$ cat config.mk
export PLATFORM = sky130hd
export DESIGN_NAME = irq_vector_ctrl
export DESIGN_NICKNAME = d
export VERILOG_FILES = /design/src/rtl/irq_vec_pkg.sv /design/src/rtl/irq_src_mask.sv /design/src/rtl/irq_slot_bank.sv /design/src/rtl/irq_slot_arb.sv /design/src/rtl/irq_vector_ctrl.sv
export SDC_FILE = /design/constraint.sdc
export NUM_CORES = 2
export LEC_CHECK = 0
export BUFFER_PORTS_ARGS = -buffer_cell sky130_fd_sc_hd__buf_4
export CAP_MARGIN = 0
export CORE_MARGIN = 3
export CORE_UTILIZATION = 50
export CTS_BUF_LIST = sky130_fd_sc_hd__clkbuf_8
export DETAILED_ROUTE_END_ITERATION = 8
export GPL_TIMING_DRIVEN = 0
export PLACE_DENSITY = 0.66
export SKIP_LAST_GASP = 1
export SYNTH_ARGS = -nofsm -noshare
export SYNTH_HDL_FRONTEND = slang
export SYNTH_SLANG_ARGS = --single-unit
$ cat constraint.sdc
create_clock -name clk -period 6.5 [get_ports clk]
set_input_delay 0.325 -clock clk [delete_from_list [all_inputs] [get_ports clk]]
set_output_delay 0.325 -clock clk [all_outputs]
set_load 0.01 [all_outputs]
$ cat src/rtl/irq_vec_pkg.sv
package irq_vec_pkg;
  localparam int REG_AW       = 7;
  localparam int SLOT_FIELD_W = 5;

  localparam logic [REG_AW-1:0] OFS_RAW       = 7'h00;
  localparam logic [REG_AW-1:0] OFS_MASKED    = 7'h01;
  localparam logic [REG_AW-1:0] OFS_EN_SET    = 7'h02;
  localparam logic [REG_AW-1:0] OFS_EN_CLR    = 7'h03;
  localparam logic [REG_AW-1:0] OFS_DEFAULT   = 7'h04;
  localparam logic [REG_AW-1:0] OFS_CURRENT   = 7'h05;
  localparam logic [REG_AW-1:0] OFS_SLOT_ADDR = 7'h40;
  localparam logic [REG_AW-1:0] OFS_SLOT_CTRL = 7'h60;
endpackage

$ cat src/rtl/irq_src_mask.sv
module irq_src_mask #(
  parameter int NUM_SRC = 32
) (
  input  logic               clk,
  input  logic               rst,
  input  logic [NUM_SRC-1:0] irq_src_i,
  input  logic               set_we,
  input  logic               clr_we,
  input  logic [NUM_SRC-1:0] wbits_i,
  output logic [NUM_SRC-1:0] raw_o,
  output logic [NUM_SRC-1:0] en_o,
  output logic [NUM_SRC-1:0] masked_o,
  output logic               irq_o
);
  logic [NUM_SRC-1:0] raw_q;
  logic [NUM_SRC-1:0] en_q;
  logic               irq_q;

  always_ff @(posedge clk) begin
    if (rst) begin
      raw_q <= '0;
      en_q  <= '0;
      irq_q <= 1'b0;
    end else begin
      raw_q <= irq_src_i;
      if (set_we)      en_q <= en_q | wbits_i;
      else if (clr_we) en_q <= en_q & ~wbits_i;
      irq_q <= |(raw_q & en_q);
    end
  end

  assign raw_o    = raw_q;
  assign en_o     = en_q;
  assign masked_o = raw_q & en_q;
  assign irq_o    = irq_q;

  // a set write never drops a bit already in the mask
  a_r3_set_keeps: assert property (@(posedge clk) disable iff (rst)
    set_we |=> ((en_q & $past(en_q)) == $past(en_q)));

  // a clear write never adds a bit
  a_r3_clr_only_clears: assert property (@(posedge clk) disable iff (rst)
    (clr_we && !set_we) |=> ((en_q & ~$past(en_q)) == '0));

  // the output follows the masked status one clock later
  a_r4_irq_high: assert property (@(posedge clk) disable iff (rst)
    (|masked_o) |=> irq_o);
  a_r4_irq_low: assert property (@(posedge clk) disable iff (rst)
    !(|masked_o) |=> !irq_o);
endmodule

$ cat src/rtl/irq_slot_bank.sv
module irq_slot_bank #(
  parameter int NUM_SLOT = 16,
  parameter int NUM_SRC  = 32,
  parameter int DW       = 32,
  localparam int SLOT_W  = $clog2(NUM_SLOT),
  localparam int CTRL_W  = $clog2(NUM_SRC) + 1
) (
  input  logic                           clk,
  input  logic                           rst,
  input  logic                           addr_we,
  input  logic                           ctrl_we,
  input  logic [SLOT_W-1:0]              wr_idx,
  input  logic [DW-1:0]                  wdata_i,
  input  logic [SLOT_W-1:0]              rd_idx,
  input  logic [SLOT_W-1:0]              win_idx,
  output logic [NUM_SLOT-1:0][CTRL_W-1:0] ctrl_o,
  output logic [DW-1:0]                  bus_addr_o,
  output logic [DW-1:0]                  win_addr_o
);
  // handler addresses: plain memory, no reset, so it maps to distributed RAM
  logic [DW-1:0] vec_mem [NUM_SLOT];

  always_ff @(posedge clk) begin
    if (addr_we) vec_mem[wr_idx] <= wdata_i;
  end

  assign bus_addr_o = vec_mem[rd_idx];
  assign win_addr_o = vec_mem[win_idx];

  // control fields: flops, all visible at once to the arbiter
  for (genvar g = 0; g < NUM_SLOT; g++) begin : g_ctrl
    always_ff @(posedge clk) begin
      if (rst)
        ctrl_o[g] <= '0;
      else if (ctrl_we && (wr_idx == SLOT_W'(g)))
        ctrl_o[g] <= wdata_i[CTRL_W-1:0];
    end
  end

  // a control write lands in the addressed slot
  a_r5_ctrl_store: assert property (@(posedge clk) disable iff (rst)
    ctrl_we |=> (ctrl_o[$past(wr_idx)] == $past(wdata_i[CTRL_W-1:0])));
endmodule

$ cat src/rtl/irq_slot_arb.sv
module irq_slot_arb #(
  parameter int NUM_SLOT = 16,
  parameter int NUM_SRC  = 32,
  localparam int SLOT_W  = $clog2(NUM_SLOT),
  localparam int SEL_W   = $clog2(NUM_SRC),
  localparam int CTRL_W  = SEL_W + 1
) (
  input  logic                            clk,
  input  logic                            rst,
  input  logic [NUM_SLOT-1:0][CTRL_W-1:0] ctrl_i,
  input  logic [NUM_SRC-1:0]              masked_i,
  output logic                            win_vld_o,
  output logic [SLOT_W-1:0]               win_idx_o
);
  logic [NUM_SLOT-1:0] live;
  logic                nxt_vld;
  logic [SLOT_W-1:0]   nxt_idx;

  for (genvar g = 0; g < NUM_SLOT; g++) begin : g_live
    assign live[g] = ctrl_i[g][CTRL_W-1] & masked_i[ctrl_i[g][SEL_W-1:0]];
  end

  always_comb begin
    nxt_vld = 1'b0;
    nxt_idx = '0;
    for (int i = NUM_SLOT - 1; i >= 0; i--) begin
      if (live[i]) begin
        nxt_vld = 1'b1;
        nxt_idx = SLOT_W'(i);
      end
    end
  end

  always_ff @(posedge clk) begin
    if (rst) begin
      win_vld_o <= 1'b0;
      win_idx_o <= '0;
    end else begin
      win_vld_o <= nxt_vld;
      win_idx_o <= nxt_idx;
    end
  end

  // checking copy of the live vector, one clock behind
  logic [NUM_SLOT-1:0] live_q;
  logic [NUM_SLOT-1:0] below_win;
  always_ff @(posedge clk) begin
    if (rst) live_q <= '0;
    else     live_q <= live;
  end
  assign below_win = ({{(NUM_SLOT-1){1'b0}}, 1'b1} << win_idx_o) - {{(NUM_SLOT-1){1'b0}}, 1'b1};

  // the winner was live and no lower-numbered slot was
  a_r7_winner_lowest: assert property (@(posedge clk) disable iff (rst)
    win_vld_o |-> (live_q[win_idx_o] && ((live_q & below_win) == '0)));

  // no winner only when nothing was live
  a_r8_no_winner_idle: assert property (@(posedge clk) disable iff (rst)
    !win_vld_o |-> (live_q == '0));
endmodule

$ cat src/rtl/irq_vector_ctrl.sv
module irq_vector_ctrl
  import irq_vec_pkg::*;
#(
  parameter int NUM_SRC  = 32,
  parameter int NUM_SLOT = 16,
  parameter int DW       = 32
) (
  input  logic               clk,
  input  logic               rst,
  input  logic [NUM_SRC-1:0] irq_src_i,
  input  logic               bus_wr_i,
  input  logic               bus_rd_i,
  input  logic [REG_AW-1:0]  bus_addr_i,
  input  logic [DW-1:0]      bus_wdata_i,
  output logic [DW-1:0]      bus_rdata_o,
  output logic               irq_o
);
  localparam int SLOT_W = $clog2(NUM_SLOT);
  localparam int CTRL_W = $clog2(NUM_SRC) + 1;

  // register decode
  logic              slot_in_range;
  logic              hit_addr, hit_ctrl;
  logic [SLOT_W-1:0] bus_idx;
  logic              set_we, clr_we, dflt_we, ack_we, cur_rd;

  assign slot_in_range = int'(bus_addr_i[SLOT_FIELD_W-1:0]) < NUM_SLOT;
  assign hit_addr = (bus_addr_i[REG_AW-1:SLOT_FIELD_W] == OFS_SLOT_ADDR[REG_AW-1:SLOT_FIELD_W]) && slot_in_range;
  assign hit_ctrl = (bus_addr_i[REG_AW-1:SLOT_FIELD_W] == OFS_SLOT_CTRL[REG_AW-1:SLOT_FIELD_W]) && slot_in_range;
  assign bus_idx  = bus_addr_i[SLOT_W-1:0];
  assign set_we   = bus_wr_i && (bus_addr_i == OFS_EN_SET);
  assign clr_we   = bus_wr_i && (bus_addr_i == OFS_EN_CLR);
  assign dflt_we  = bus_wr_i && (bus_addr_i == OFS_DEFAULT);
  assign ack_we   = bus_wr_i && (bus_addr_i == OFS_CURRENT);
  assign cur_rd   = bus_rd_i && (bus_addr_i == OFS_CURRENT);

  // request sampling and masking
  logic [NUM_SRC-1:0] raw, en, masked;

  irq_src_mask #(.NUM_SRC(NUM_SRC)) u_mask (
    .clk      (clk),
    .rst      (rst),
    .irq_src_i(irq_src_i),
    .set_we   (set_we),
    .clr_we   (clr_we),
    .wbits_i  (bus_wdata_i[NUM_SRC-1:0]),
    .raw_o    (raw),
    .en_o     (en),
    .masked_o (masked),
    .irq_o    (irq_o)
  );

  // vector slots
  logic [NUM_SLOT-1:0][CTRL_W-1:0] ctrl_all;
  logic [DW-1:0]                   slot_rd_addr, win_addr;
  logic                            win_vld;
  logic [SLOT_W-1:0]               win_idx;

  irq_slot_bank #(.NUM_SLOT(NUM_SLOT), .NUM_SRC(NUM_SRC), .DW(DW)) u_bank (
    .clk       (clk),
    .rst       (rst),
    .addr_we   (bus_wr_i && hit_addr),
    .ctrl_we   (bus_wr_i && hit_ctrl),
    .wr_idx    (bus_idx),
    .wdata_i   (bus_wdata_i),
    .rd_idx    (bus_idx),
    .win_idx   (win_idx),
    .ctrl_o    (ctrl_all),
    .bus_addr_o(slot_rd_addr),
    .win_addr_o(win_addr)
  );

  irq_slot_arb #(.NUM_SLOT(NUM_SLOT), .NUM_SRC(NUM_SRC)) u_arb (
    .clk      (clk),
    .rst      (rst),
    .ctrl_i   (ctrl_all),
    .masked_i (masked),
    .win_vld_o(win_vld),
    .win_idx_o(win_idx)
  );

  // fallback address and frozen current vector
  logic [DW-1:0] dflt_q, cur_q, fresh;
  logic          held_q;

  assign fresh = win_vld ? win_addr : dflt_q;

  always_ff @(posedge clk) begin
    if (rst) begin
      dflt_q <= '0;
      cur_q  <= '0;
      held_q <= 1'b0;
    end else begin
      if (dflt_we) dflt_q <= bus_wdata_i;
      if (cur_rd && !held_q) begin
        cur_q  <= fresh;
        held_q <= 1'b1;
      end
      if (ack_we) held_q <= 1'b0;
    end
  end

  // registered read port
  always_ff @(posedge clk) begin
    if (rst) begin
      bus_rdata_o <= '0;
    end else if (bus_rd_i) begin
      if (hit_addr)      bus_rdata_o <= slot_rd_addr;
      else if (hit_ctrl) bus_rdata_o <= DW'(ctrl_all[bus_idx]);
      else begin
        case (bus_addr_i)
          OFS_RAW:     bus_rdata_o <= DW'(raw);
          OFS_MASKED:  bus_rdata_o <= DW'(masked);
          OFS_EN_SET:  bus_rdata_o <= DW'(en);
          OFS_EN_CLR:  bus_rdata_o <= DW'(en);
          OFS_DEFAULT: bus_rdata_o <= dflt_q;
          OFS_CURRENT: bus_rdata_o <= held_q ? cur_q : fresh;
          default:     bus_rdata_o <= '0;
        endcase
      end
    end
  end

  // a frozen vector stays put until an acknowledge
  a_r9_hold: assert property (@(posedge clk) disable iff (rst)
    (held_q && !ack_we) |=> (held_q && $stable(cur_q)));

  // reads while frozen return the frozen value
  a_r9_read_frozen: assert property (@(posedge clk) disable iff (rst)
    (cur_rd && held_q && !ack_we) |=> (bus_rdata_o == cur_q));

  // an acknowledge releases the freeze
  a_r10_release: assert property (@(posedge clk) disable iff (rst)
    ack_we |=> !held_q);
endmodule

Word level (Yosys, flattened, before mapping)
Memory sizes are Yosys's and may differ from the RTL's.
Index checks and enable logic that the tools add are counted.
{"block": "totals", "register_bits": 263, "mem_bits_rw": 512, "in_bits": 75, "out_inout_bits": 33, "elab_cells": 200, "memories": 1}
{"name": "u_bank.vec_mem", "depth": 16, "word_bits": 32, "read_ports": 2, "rd_clocked_by_memory_dff": 0, "wr": 1, "line": "irq_slot_bank.sv:21", "rtl": "logic [DW-1:0] vec_mem [NUM_SLOT];"}
{"block": "op_classes", "order_cmp": 18, "n_eq_ne": 22, "muxes": 74, "n_bitwise": 20, "n_reduce_logical": 37}
{"op": "two-way mux 32 bit", "n": 6}
{"op": "case mux 32 bit (5 select lines)", "n": 1}
{"op": "< comparator 5 x 6 -> 1 bit, second input constant", "n": 16}
{"op": "binary-select mux 1 bit (select 5 bit)", "n": 16}
{"op": "AND 32 bit", "n": 2}
{"op": "two-way mux 1 bit", "n": 35}
{"op": "== test 4 bit, second input constant", "n": 8}
{"op": "two-way mux 4 bit", "n": 8}
{"op": "inverter 32 bit", "n": 1}
{"op": "OR 32 bit", "n": 1}
{"op": "OR reduction 32 bit", "n": 1}
{"op": "logical AND 1 bit", "n": 26}
{"op": "binary-select mux 6 bit (select 4 bit)", "n": 1}
{"op": "AND 1 bit", "n": 16}
{"op": "== test 4 x 3 -> 1 bit, second input constant", "n": 4}
{"op": "== test 7 x 2 -> 1 bit, second input constant", "n": 2}
{"op": "== test 7 x 3 -> 1 bit, second input constant", "n": 2}
{"op": "two-way mux 3 bit", "n": 4}
{"op": "OR reduction 9 bit", "n": 1}
{"op": "== test 4 x 2 -> 1 bit, second input constant", "n": 2}
{"op": "== test 7 x 1 -> 1 bit, second input constant", "n": 1}
{"op": "logical NOT 7 bit", "n": 1}
{"op": "two-way mux 6 bit", "n": 1}
{"op": "OR reduction 2 bit", "n": 3}
{"op": "other kinds (10)", "n": 12}

Logic depth before layout (Yosys ltp)
{"block": "logic_depth", "ltp_word": 20, "mapped_depth": 11, "depth_no_buf": 8}

Modules after synthesis
From an unflattened synthesis, not the netlist that was laid out.
{"block": "hier_totals", "hier_cells": 2952, "area_unflattened_um2": 39998.4}
{"module": "irq_slot_bank", "instances": 1, "cells_per_inst": 1540, "area_each_um2": 26619.3, "seq_area_each_um2": 17296.6}
{"module": "irq_vector_ctrl", "instances": 1, "cells_per_inst": 813, "area_each_um2": 6467.5, "seq_area_each_um2": 1941.9}
{"module": "irq_slot_arb", "instances": 1, "cells_per_inst": 350, "area_each_um2": 4575.6, "seq_area_each_um2": 100.1}
{"module": "irq_src_mask", "instances": 1, "cells_per_inst": 249, "area_each_um2": 2336.0, "seq_area_each_um2": 1301.2}

Worst setup path after synthesis
No wires, ideal clock.
{"block": "synth_path", "kind": "in2reg", "startpoint": "input bus_addr_i[0]", "endpoint": "memory u_bank.vec_mem[4][0] (enable)", "setup_ns": 0.502, "arrival_time_ns": 4.451, "required_ns": 5.998, "slack_ns": 1.548, "stages": 6, "path_buffers": 5, "cell_sequence": "clkbuf_1 buf_4 buf_2 clkbuf_1 buf_1 nor4_1"}
{"block": "synth_via", "elab_chain_cells": 5}
{"element": "start, declared", "line": "irq_vector_ctrl.sv:13", "rtl": "input logic [REG_AW-1:0] bus_addr_i,"}
{"element": "< comparator 5 bit", "line": "irq_vector_ctrl.sv:27", "rtl": "assign slot_in_range = int'(bus_addr_i[SLOT_FIELD_W-1:0]) < NUM_SLOT;"}
{"element": "logical AND 1 bit", "line": "irq_vector_ctrl.sv:28", "rtl": "assign hit_addr = (bus_addr_i[REG_AW-1:SLOT_FIELD_W] == OFS_SLOT_ADDR[REG_AW-1:SLOT_FIELD_W]) && slot_in_range ..."}
{"element": "logical AND 1 bit", "line": "irq_vector_ctrl.sv:62", "rtl": ".addr_we (bus_wr_i && hit_addr),"}
{"element": "two-way mux 1 bit", "line": "irq_slot_bank.sv:24", "rtl": "if (addr_we) vec_mem[wr_idx] <= wdata_i;"}
{"element": "two-way mux 1 bit (implied by the code)", "line": "irq_slot_bank.sv:24"}
{"element": "end, declared", "line": "irq_slot_bank.sv:21"}
Parallel ways exist; a longest one is shown, timed or not.

Worst setup path in the final report
{"block": "layout_path", "startpoint": "register u_arb.win_idx_o[1]", "endpoint": "register bus_rdata_o[2]"}
{"block": "layout_via", "elab_chain_cells": 6}
{"element": "start, declared", "line": "irq_slot_arb.sv:13", "rtl": "output logic [SLOT_W-1:0] win_idx_o"}
{"element": "start signal, assigned", "line": "irq_slot_arb.sv:40", "rtl": "win_idx_o <= nxt_idx;"}
{"element": "memory read (16 x 32 bit)"}
{"element": "two-way mux 32 bit", "line": "irq_vector_ctrl.sv:86", "rtl": "assign fresh = win_vld ? win_addr : dflt_q;"}
{"element": "two-way mux 32 bit", "line": "irq_vector_ctrl.sv:117", "rtl": "OFS_CURRENT: bus_rdata_o <= held_q ? cur_q : fresh;"}
{"element": "case mux 32 bit (5 select lines)", "line": "irq_vector_ctrl.sv:111", "rtl": "case (bus_addr_i)"}
{"element": "two-way mux 32 bit", "line": "irq_vector_ctrl.sv:109", "rtl": "else if (hit_ctrl) bus_rdata_o <= DW'(ctrl_all[bus_idx]);"}
{"element": "two-way mux 32 bit", "line": "irq_vector_ctrl.sv:108", "rtl": "if (hit_addr) bus_rdata_o <= slot_rd_addr;"}
{"element": "end signal, assigned", "line": "irq_vector_ctrl.sv:108"}
{"element": "end signal, assigned", "line": "irq_vector_ctrl.sv:109"}
{"element": "end signal, assigned", "line": "irq_vector_ctrl.sv:117"}
{"element": "end, declared", "line": "irq_vector_ctrl.sv:15", "rtl": "output logic [DW-1:0] bus_rdata_o,"}
No other way between the ends.
A chain may end at the register's enable or synchronous reset.

==> summary.txt <==
Critical path
  – Critical path's slowest cell: buf_1
  – Crit path largest cell delay: between 1 and 1.5 ns
  – CP arrival: 5.12 ns
  – Most used cell, CP: mux4_2
  – Critical path, cell by cell: clkbuf_1 -> buf_1 -> mux4_2 -> mux4_2 -> mux2i_1 -> o21ai_1 -> a221oi_1 -> nor3_1
  – Worst Setup SP: u_arb.win_idx_o[1]
  – Launching point of the worst reg2reg path: u_arb.win_idx_o[1]
  – Worst EP required: 7.13 ns
  – Top delay family on crit path: buffers and inverters
  – Startpoint types: flip-flop
  – Largest fanout on the critical path: 10
  – Crit end category: flip-flop
  – WS Path Type: reg -> reg
  – Buf/Inv on CP: 2

Job
  – Max-cap violation count: 1

Clock network
  – Max Root-Sink Buffers: 3
  – Root Driver: clkbuf_8
  – Skew-Pair Late Insertion Delay: 0.82 ns
  – Register clock-pin slew on the reported worst setup and hold paths: 0.06 ns
  – H-tree Lvls: 4
  – PostCTS Resize Cnt: 0
  – Number of buffers added for setup after CTS: 0
  – Clock sinks: about 780
  – Hold-fix buffers, CTS: between 60 and 70
  – CTS tree: yes
  – TritonCTS Buffers: ~130

Floorplan
  – Num rows: 102
  – Die H: 287 um
  – Die area: a little over 0.08 mm^2
  – Core area: ~0.078 mm^2
  – Initial Utilization: between 50 and 60%
  – Die width: between 200 and 300 um
  – I/O Pins: roughly 110

Timing
  – Setup TNS Final: 0 ns
  – Max-slew violations: 11
  – Slew @ Worst Pin: 1.53 ns
  – Minimum clock period: 4.49 ns
  – Worst rel slew slack: -2.24%
  – Setup violators final: 0
  – Fin crit share: 69.1%
  – Skew final: 0.0458 ns
  – Final Hold Fails: 0
  – FMAX: approximately 220 MHz
  – RSZ-0062 raised after global routing: no

Route
  – Wire per inst: between 30 and 40 um
  – DRC violations left: 1
  – Total wire length: 167000 um
  – Initial DRC count: about 5400
  – Vias: between 30000 and 40000
  – Vias per Instance: 7.19
  – Number of nets with antenna violations after routing: 0
  – 1st-pass router iterations: 9

Power
  – Power Total: 10.4 mW
  – Pwr per Cell Area: between 200 and 250 mW/mm^2
  – Worst VDD drop: 0.198 mV
  – Leakage: approximately 14 nW

Global route
  – Pin count of the biggest net entering global routing: 20
  – Overall routing resource usage: about two fifths
  – Vias in the first global route: around 30000
  – Initial antenna violation count: 9
  – Total congestion overflow: 0
  – Global-route wire length before repair: 232000 um

Synth
  – Largest area contributor in the synthesized netlist: edfxtp_1
  – Syn Inst Count: about 2800
  – Synth area leaders: edfxtp_1, mux4_2, dfxtp_1
  – Ys async rst share: 0%
  – Sequential fraction of the synthesis area: 52.1%
  – Syn Std Cell Area: 0.0396 mm^2
  – Post-Syn Nets: between 2000 and 3000
  – Unique cell type count in the Yosys netlist: 74
  – Synth top area share: approximately two fifths
  – Seq cells post-synth: approximately 780
  – Main synth FF type: edfxtp_1
  – Synth warn: 0
  – Syn avg cell area: 14.3 um^2
  – Post-synth EDFFs: a little over 500

Hold path
  – Hold Crit Start: bus_wr_i
  – Min-delay worst type: in -> reg

Layout
  – Layout cells sized above 1: 27.3%
  – Syn-to-layout area delta: 15.5%
  – # nets final: approximately 3200
  – Filler cell count in the final layout: 6135
  – Post-route insts no fill: around 4300

Place
  – Port Buffers: approximately 100
  – HPWL after DPL: about 120000 um
  – Inst Count DP: roughly 4000
  – GPL Wtd Cong: roughly 1.0

Outcome
  – Failing checks: design-rule violations, max-capacitance violations, max-slew violations
  – Run status: complete, but fails checks
where the power goes:
group	internal (mW)	switching, mW	total [mW]	leakage (nW)
Combinational	0.238	0.404	0.642	5.91
Sequential	5.28	0.0605	5.34	6.74
Clock	2.26	2.20	4.46	1.51
state kept, by name, summed over array words and instances (netlist names), named ones only:
signal	count
u_bank.vec_mem	512
u_bank.ctrl_o	96
bus_rdata_o	32
cur_q	32
dflt_q	32
u_mask.raw_o	32
u_arb.win_idx_o	4
held_q	1
u_arb.win_vld_o	1
u_mask.irq_o	1
final timing paths:
| check | end | slack, ns | cells after the start |
|---|---|---|---|
| hold reg to reg | dflt_q[30] | 0.48 | 2 |
| hold / removal | held_q | 0.05 | 2 |
| setup / recovery | bus_rdata_o[2] | 2.01 | 8 |
| setup reg to reg | bus_rdata_o[2] | 2.01 | 8 |
stage by stage:
| step | hold slack (ns) | instance area [um^2] | utilization (%) | setup slack, ns |
|---|---|---|---|---|
| 2_1_floorplan | 0.424 | 39600 | - | 1.55 |
| 3_3_place_gp | 0.460 | 41700 | 53.5 | -4.81 |
| 3_5_place_dp | 0.465 | 42400 | 54.4 | 2.23 |
| 4_1_cts | 0.0206 | 45700 | 58.6 | 2.34 |
| 5_1_grt | 0.0698 | 45700 | 58.7 | 2.13 |
| 6_report | 0.0530 | 45800 | 58.7 | 2.01 |
synthesized netlist by cell type, types with 3 or more instances:
cell type / count
nand4_1: 21
o31ai_1: 4
nor2b_1: 42
nor3b_1: 4
nand3b_1: 8
mux4_2: 443
buf_4: 3
nand2_2: 10
o21ai_0: 33
o22ai_1: 8
o311ai_0: 4
nor3_2: 3
and2_1: 12
edfxtp_1: 512
nand2b_1: 10
nand4b_1: 6
a211oi_2: 3
nand3_1: 61
a311oi_1: 37
mux2i_1: 128
a2111oi_0: 3
a22oi_1: 27
mux4_1: 8
nand2_1: 168
nor2_1: 186
nor3_1: 44
mux2_2: 4
a221oi_1: 39
dfxtp_1: 263
a211oi_1: 37
buf_6: 5
buf_1: 34
o211a_1: 5
inv_1: 49
o2111ai_1: 28
a21oi_1: 136
o21ai_1: 34
and3_1: 4
clkbuf_1: 204
o311ai_1: 3
nor4_1: 11
o211ai_1: 52
buf_2: 38
cells in the final DEF, fill, tap and decap left out, types with 8 or more instances in the layout:
cell type and instances:
dlygate4sd3_1 65, a311oi_1 37, mux2i_1 128, o22ai_1 8
o21ai_0 33, nor2b_1 42, nor2_1 179, buf_1 33
edfxtp_1 512, nor3_1 37, o211ai_1 52, buf_4 135
buf_6 27, mux4_2 443, nor3_2 10, mux4_1 8
buf_2 39, clkinv_2 14, nand2b_1 10, dfxtp_1 263
clkbuf_1 203, o2111ai_1 28, nand3_1 61, nand2_1 168
a211oi_1 37, clkinv_1 24, clkbuf_8 144, a21oi_1 136
and2_1 12, a221oi_1 39, nand4_1 21, inv_1 92
nand2_2 10, nand3b_1 8, a22oi_1 27, o21ai_1 34
cell families after synthesis:
group                  Yosys count  synth area share, %
AOI/OAI and AO/OA              472                 8.15
DFF                            775                 52.1
buffers and inverters          336                 3.43
and+or+nand+nor                608                 7.25
muxes                          583                 29.1
worst register-to-register path, delay by kind of cell (launching register included):
| kind | cells | cell delay, ns |
|---|---|---|
| flip-flops | 1 | 0.33 |
| AO/OA/AOI/OAI | 2 | 0.86 |
| AND/OR/NAND/NOR | 1 | 0.11 |
| multiplexers | 3 | 1.36 |
| buffers and inverters | 2 | 1.65 |
layer usage:
layer  global-route usage, %  vias up  share of wire (%)
met5                       0        -              0.017
met4                    25.1        4                7.5
met3                    10.3      637                 12
met2                    62.5     2635                 46
met1                    52.0    15600                 35
li1                        -    12000                  -
cell type report:
cell class | instances | area, um^2 | area share (%)
multi-input combinational | 1663 | 17700 | 38.7
inverter | 51 | 191 | 0.418
antenna | 4 | 10.0 | 0.0219
clock buffer | 144 | 1980 | 4.33
buffer | 285 | 1170 | 2.56
clock inverter | 100 | 653 | 1.43
sequential | 775 | 20600 | 45.1
timing repair buffer | 229 | 2080 | 4.54
tap | 1040 | 1300 | 2.84
No activity file was read; power rests on OpenSTA's default activity.
